### src/rtl/useq_pkg.sv
package useq_pkg;

    localparam int CTRL_W    = 19;
    localparam int OP_W      = 3;
    localparam int ADDR_W    = 6;
    localparam int OPC_W     = 4;
    localparam int MBR_W     = 16;
    localparam int UW_W      = CTRL_W + OP_W + ADDR_W;
    localparam int DEPTH     = 1 << ADDR_W;
    localparam int IND_CLASS = 15;   // must be 0 for an address-bearing opcode
    localparam int IND_FLAG  = 11;   // indirect flag position in the fetched word

    typedef logic [ADDR_W-1:0] uaddr_t;
    typedef logic [CTRL_W-1:0] uctrl_t;

    typedef enum logic [OP_W-1:0] {
        SEQ_STEP     = 3'b000,
        SEQ_DISPATCH = 3'b001,
        SEQ_END      = 3'b010,
        SEQ_SPARE3   = 3'b011,
        SEQ_BR_IND   = 3'b100,
        SEQ_BR_ZERO  = 3'b101,
        SEQ_BR_NNEG  = 3'b110,
        SEQ_SPARE7   = 3'b111
    } seq_op_e;

    typedef enum logic [1:0] {
        NSEL_INC      = 2'd0,
        NSEL_FIELD    = 2'd1,
        NSEL_DISPATCH = 2'd2,
        NSEL_ORIGIN   = 2'd3
    } nsel_e;

    typedef struct packed {
        uctrl_t  ctrl;
        seq_op_e op;
        uaddr_t  nxt;
    } uword_t;

    function automatic uaddr_t step_addr(input uaddr_t cur);
        return cur + uaddr_t'(1);
    endfunction

    function automatic uaddr_t dispatch_addr(input uaddr_t field,
                                             input logic [OPC_W-1:0] opc);
        uaddr_t spread;
        spread = '0;
        spread[OPC_W:1] = opc;
        return field | spread;
    endfunction

endpackage

### src/rtl/useq_store.sv
module useq_store
    import useq_pkg::*;
(
    input  logic   clk,
    input  logic   rst,
    input  logic   wr_en,
    input  uaddr_t wr_addr,
    input  uword_t wr_data,
    input  uaddr_t rd_addr,
    output uword_t rd_data
);

    uword_t mem [DEPTH];

    always_ff @(posedge clk) begin
        if (wr_en) begin
            mem[wr_addr] <= wr_data;
        end
    end

    assign rd_data = mem[rd_addr];

    AST_LOAD_LANDS: assert property (@(posedge clk) disable iff (rst)
        wr_en |=> mem[$past(wr_addr)] == $past(wr_data));

endmodule

### src/rtl/useq_cond.sv
module useq_cond
    import useq_pkg::*;
(
    input  seq_op_e          op,
    input  logic [MBR_W-1:0] mbr,
    input  logic             ac_zero,
    input  logic             ac_neg,
    input  logic             irq,
    output nsel_e            sel
);

    logic ind_hit;

    assign ind_hit = !mbr[IND_CLASS] && mbr[IND_FLAG];

    always_comb begin
        unique case (op)
            SEQ_DISPATCH: sel = NSEL_DISPATCH;
            SEQ_END:      sel = irq     ? NSEL_FIELD : NSEL_ORIGIN;
            SEQ_BR_IND:   sel = ind_hit ? NSEL_FIELD : NSEL_INC;
            SEQ_BR_ZERO:  sel = ac_zero ? NSEL_FIELD : NSEL_INC;
            SEQ_BR_NNEG:  sel = !ac_neg ? NSEL_FIELD : NSEL_INC;
            default:      sel = NSEL_INC;
        endcase
    end

endmodule

### src/rtl/useq_next.sv
module useq_next
    import useq_pkg::*;
(
    input  uaddr_t           cur,
    input  uaddr_t           field,
    input  logic [OPC_W-1:0] opc,
    input  nsel_e            sel,
    output uaddr_t           nxt
);

    always_comb begin
        unique case (sel)
            NSEL_FIELD:    nxt = field;
            NSEL_DISPATCH: nxt = dispatch_addr(field, opc);
            NSEL_ORIGIN:   nxt = '0;
            default:       nxt = step_addr(cur);
        endcase
    end

endmodule

### src/rtl/useq_top.sv
module useq_top
    import useq_pkg::*;
(
    input  logic                  clk,
    input  logic                  rst,
    input  logic                  ld_en,
    input  logic [ADDR_W-1:0]     ld_addr,
    input  logic [UW_W-1:0]       ld_word,
    input  logic [OPC_W-1:0]      ir_opcode,
    input  logic [MBR_W-1:0]      mbr,
    input  logic                  ac_zero,
    input  logic                  ac_neg,
    input  logic                  irq_pending,
    output logic [ADDR_W-1:0]     upc,
    output logic [CTRL_W-1:0]     ctrl_word
);

    uaddr_t car;
    uaddr_t car_next;
    uword_t word;
    nsel_e  sel;
    uctrl_t ctrl_q;

    useq_store u_store (
        .clk     (clk),
        .rst     (rst),
        .wr_en   (ld_en),
        .wr_addr (ld_addr),
        .wr_data (uword_t'(ld_word)),
        .rd_addr (car),
        .rd_data (word)
    );

    useq_cond u_cond (
        .op      (word.op),
        .mbr     (mbr),
        .ac_zero (ac_zero),
        .ac_neg  (ac_neg),
        .irq     (irq_pending),
        .sel     (sel)
    );

    useq_next u_next (
        .cur   (car),
        .field (word.nxt),
        .opc   (ir_opcode),
        .sel   (sel),
        .nxt   (car_next)
    );

    always_ff @(posedge clk) begin
        if (rst) begin
            car    <= '0;
            ctrl_q <= '0;
        end else begin
            car    <= car_next;
            ctrl_q <= word.ctrl;
        end
    end

    assign upc       = car;
    assign ctrl_word = ctrl_q;

    AST_RESET_ORIGIN: assert property (@(posedge clk)
        rst |=> (upc == '0 && ctrl_word == '0));

    AST_STEP_ADVANCE: assert property (@(posedge clk) disable iff (rst)
        (word.op inside {SEQ_STEP, SEQ_SPARE3, SEQ_SPARE7})
        |=> upc == $past(upc) + uaddr_t'(1));

    AST_DISPATCH_SPREAD: assert property (@(posedge clk) disable iff (rst)
        (word.op == SEQ_DISPATCH && word.nxt[OPC_W:1] == '0)
        |=> (upc[OPC_W:1] == $past(ir_opcode)
             && upc[ADDR_W-1] == $past(word.nxt[ADDR_W-1])
             && upc[0] == $past(word.nxt[0])));

    AST_END_IDLE: assert property (@(posedge clk) disable iff (rst)
        (word.op == SEQ_END && !irq_pending) |=> upc == '0);

    AST_END_IRQ: assert property (@(posedge clk) disable iff (rst)
        (word.op == SEQ_END && irq_pending) |=> upc == $past(word.nxt));

    AST_COND_TARGET: assert property (@(posedge clk) disable iff (rst)
        (word.op inside {SEQ_BR_IND, SEQ_BR_ZERO, SEQ_BR_NNEG})
        |=> (upc == $past(word.nxt) || upc == $past(upc) + uaddr_t'(1)));

    AST_ZERO_TAKEN: assert property (@(posedge clk) disable iff (rst)
        (word.op == SEQ_BR_ZERO && ac_zero) |=> upc == $past(word.nxt));

    AST_NNEG_TAKEN: assert property (@(posedge clk) disable iff (rst)
        (word.op == SEQ_BR_NNEG && !ac_neg) |=> upc == $past(word.nxt));

endmodule

### config.mk
export PLATFORM = sky130hd
export DESIGN_NAME = useq_top
export DESIGN_NICKNAME = d
export VERILOG_FILES = /design/src/rtl/useq_pkg.sv /design/src/rtl/useq_store.sv /design/src/rtl/useq_cond.sv /design/src/rtl/useq_next.sv /design/src/rtl/useq_top.sv
export SDC_FILE = /design/constraint.sdc
export NUM_CORES = 2
export LEC_CHECK = 0
export BUFFER_PORTS_ARGS = -buffer_cell sky130_fd_sc_hd__clkbuf_2
export CAP_MARGIN = 10
export CELL_PAD_IN_SITES_DETAIL_PLACEMENT = 0
export CELL_PAD_IN_SITES_GLOBAL_PLACEMENT = 1
export CORE_ASPECT_RATIO = 2
export CORE_MARGIN = 4
export CORE_UTILIZATION = 53
export CTS_BUF_LIST = sky130_fd_sc_hd__clkbuf_4 sky130_fd_sc_hd__clkbuf_8
export DETAILED_ROUTE_END_ITERATION = 12
export PLACE_DENSITY = 0.8
export SLEW_MARGIN = 20
export SYNTH_ARGS = -nofsm -noshare
export SYNTH_HDL_FRONTEND = slang
export SYNTH_SLANG_ARGS = --single-unit
### constraint.sdc
create_clock -name clk -period 2.9 [get_ports clk]
set_input_delay 0.29 -clock clk [delete_from_list [all_inputs] [get_ports clk]]
set_output_delay 0.29 -clock clk [all_outputs]
set_load 0.01 [all_outputs]
==> qor.txt <==
layout cells sized above 1 - 39.34%
setup violators final - 6
r2r setup slk - -0.15 ns
Clock Latency Late Sink - 0.91 ns
ys flop type - edfxtp_1
Slowest-stage cell, CP - or4_4
# IOs - 85
dpl cell area - 0.07435 mm^2
synthesized area per cell - 24.34 um^2
failing checks - antenna violations, negative setup slack
global route overflow - 0
First DRT Iteration DRCs - 3956
CTS Buf Count - 216
fmax - 327.9 MHz
pre-CTS setup slack - -0.3695 ns
placed insts - 4731
Period minus WS final - 3.050 ns
CP Buf/Inv Count - 3
kind of critical path - reg2reg
Final Instance Area - 0.07966 mm^2
CP Cell Sequence - buf_6 -> buf_12 -> mux4_2 -> a22oi_2 -> a21oi_2 -> or4_4 -> and3_4 -> buf_6 -> a32oi_4 -> a31o_1 -> o211a_1
crit path DAT - 3.89 ns
crit end category - flip-flop
Final Non-Filler Cells - 5175
commonest non-fill, non-tap cells in the layout - 1792 x edfxtp_1, 542 x mux4_2, 225 x clkbuf_8
num rows - 187
P&R area growth vs syn - 14.80%
CTS tree - built
vias per cell - 6.481
status - finished with violations
Syn Nets - 2912
hold_sp - ir_opcode[3]
Hold Path Depth - 5
vias in the first global route - 35150
Max clock buf depth - 3
RePlAce Congestion - 0.8799
CP delay by family, top - compound AO/OA/AOI/OAI gates
final setup TNS - -0.7147 ns
clk_skew - 0.03786 ns
CP required - 3.74 ns
DRC - 0
commonest non-fill, non-tap cell in the layout - edfxtp_1
Crit path depth - 11
Async S/R FF share, synth - 0%
pin count of the biggest net entering global routing - 65
Worst-Margin Slew - 1.102 ns
H-tree levels - 4
Mapped Cells - 2851
reg2reg path depth - 11
worst r2r src - upc[0]$_SDFF_PP0_
FF+latch count, synth - 1817
Distinct cells, synth - 61
via count - 33540
Slew Viols, Final - 0
relative slew slack - 26.54%
Worst Path Max Fanout - 5
Die ar. - 0.1371 mm^2
clock root buffer - clkbuf_8
Hold EP - upc[4]$_SDFF_PP0_
R2R Path End - upc[3]$_SDFF_PP0_
sequential area share after synthesis - 78.27%
Power Density - 822.3 mW/mm^2
DIE WIDTH - 263.9 um
Post-Route WL - 175.7 mm
final period utilization - 105.2%
antenna viol nets, final - 1
Worst Hold Class - in2reg
number of synthesized flops with an enable pin - 1792
total power - 65.51 mW
clock slew at reported path FFs - 0.08 ns
Leak Pwr - 24.68 nW
crit start category - flip-flop
CP peak stage delay - 0.55 ns
routed len/inst - 33.94 um
final setup margin - -0.1501 ns
initial antenna violation count - 11
Post-Syn Area - 0.06939 mm^2
gr usage total - 25.80%
drt first pass iters - 5
Starting Density - 53.44%
clock sink count - 1817
max cap viols - 0
Ys Warns - 0
Die Ht - 519.7 um
unrepaired setup endpoints after global routing - true
Max rail drop VDD - 0.0005719 V
Port-buffer cells - 70
total core area - 0.1299 mm^2
Hold Vio Cnt, Final - 0
cell mode on critical path - buf_6
nets - 3350
DP HPWL - 105.2 mm
global-route wire length before repair - 252.2 mm
routing by layer:
layer,share of wire (%),GRT usage (%),wire length (um)
met4,4.6,10.56,8111
met1,33,30.92,58370
met2,55,46.85,96470
met3,7.2,4.032,12720
met5,0,0,0
state kept, by name, indices dropped and copies added, names as in the netlist:
signal       count
u_store.mem   1792
ctrl_word       19
upc              6
final cells by class:
class / count / area (um^2)
antenna: 12 / 30.03
clock buffer: 275 / 3472
clock inverter: 116 / 799.5
fill: 8470 / 50200
inverter: 5 / 25.02
multi-input combinational: 875 / 15030
sequential: 1817 / 54330
tap: 1701 / 2128
timing repair buffer: 374 / 3844
logic make-up after synthesis:
family	Yosys count	share of synthesized area, %
XOR/XNOR	3	0.03787
adder cells (fa/ha/maj)	1	0.01803
flip-flops	1817	78.27
buffers and inverters	159	1.121
multiplexers	570	18.00
AND/OR/NAND/NOR	205	1.412
AO/OA/AOI/OAI	96	1.145
stage by stage:
step / hold WS (ns) / utilization (%)
after floorplan: 0.3889 / -
after global placement: 0.6872 / 57.25
after detailed placement: 0.6860 / 57.25
after CTS: 0.0009729 / 61.14
after global routing: 0.07676 / 61.33
final: 0.08645 / 61.35
cells in the mapped netlist (5+ instances only):
library cell / number / share of area, %
edfxtp_1: 1792 / 78
mux4_2: 542 / 18
nor2_1: 73 / 0.39
clkbuf_1: 67 / 0.36
buf_2: 57 / 0.41
nand2_1: 55 / 0.30
mux2i_1: 26 / 0.38
dfxtp_1: 25 / 0.72
a211oi_1: 22 / 0.24
and2_1: 22 / 0.20
a311oi_1: 20 / 0.25
nor2b_1: 12 / 0.11
a22oi_1: 11 / 0.12
buf_1: 11 / 0.060
buf_6: 11 / 0.18
nand3_1: 8 / 0.058
buf_4: 7 / 0.076
nor3_1: 7 / 0.050
nand4_1: 6 / 0.054
a31oi_1: 5 / 0.045
and3_1: 5 / 0.045
nand3b_1: 5 / 0.054
report_power, final:
| part | internal, mW | leakage, nW | switching [mW] | total [mW] |
|---|---|---|---|---|
| Sequential | 29.2 | 16.3 | 0.428 | 29.6 |
| Clock | 8.75 | 2.27 | 8.89 | 17.6 |
| Combinational | 9.54 | 6.08 | 8.73 | 18.3 |
| Total | 47.5 | 24.7 | 18.0 | 65.5 |
worst max path at each step:
stage | start | to
4_1_cts | upc[0]$_SDFF_PP0_ | upc[3]$_SDFF_PP0_
3_5_place_dp | upc[0]$_SDFF_PP0_ | ctrl_word[10]$_SDFF_PP0_
5_1_grt | upc[0]$_SDFF_PP0_ | upc[2]$_SDFF_PP0_
6_report | upc[0]$_SDFF_PP0_ | upc[3]$_SDFF_PP0_
3_3_place_gp | upc[0]$_SDFF_PP0_ | ctrl_word[10]$_SDFF_PP0_
2_1_floorplan | upc[0]$_SDFF_PP0_ | upc[3]$_SDFF_PP0_
worst register-to-register path: cells and delay by family, from the launching register on:
kind	cells	cell delay, ns
AOI/OAI and AO/OA	5	0.87
buffers and inverters	3	0.42
DFF	1	0.42
muxes	1	0.51
and+or+nand+nor	2	0.77
what timing repair did:
action | 4_1_cts | 5_1_grt
endpoints found under the hold margin | 74 | 634
pin swaps | 18 | 13
buffers inserted | 17 | 1
resized for setup | 75 | 28
endpoints found under the setup margin | 21 | 21
gates cloned | 7 | 0
hold buffers | 5 | 11
(Power assumes the default switching activity.)
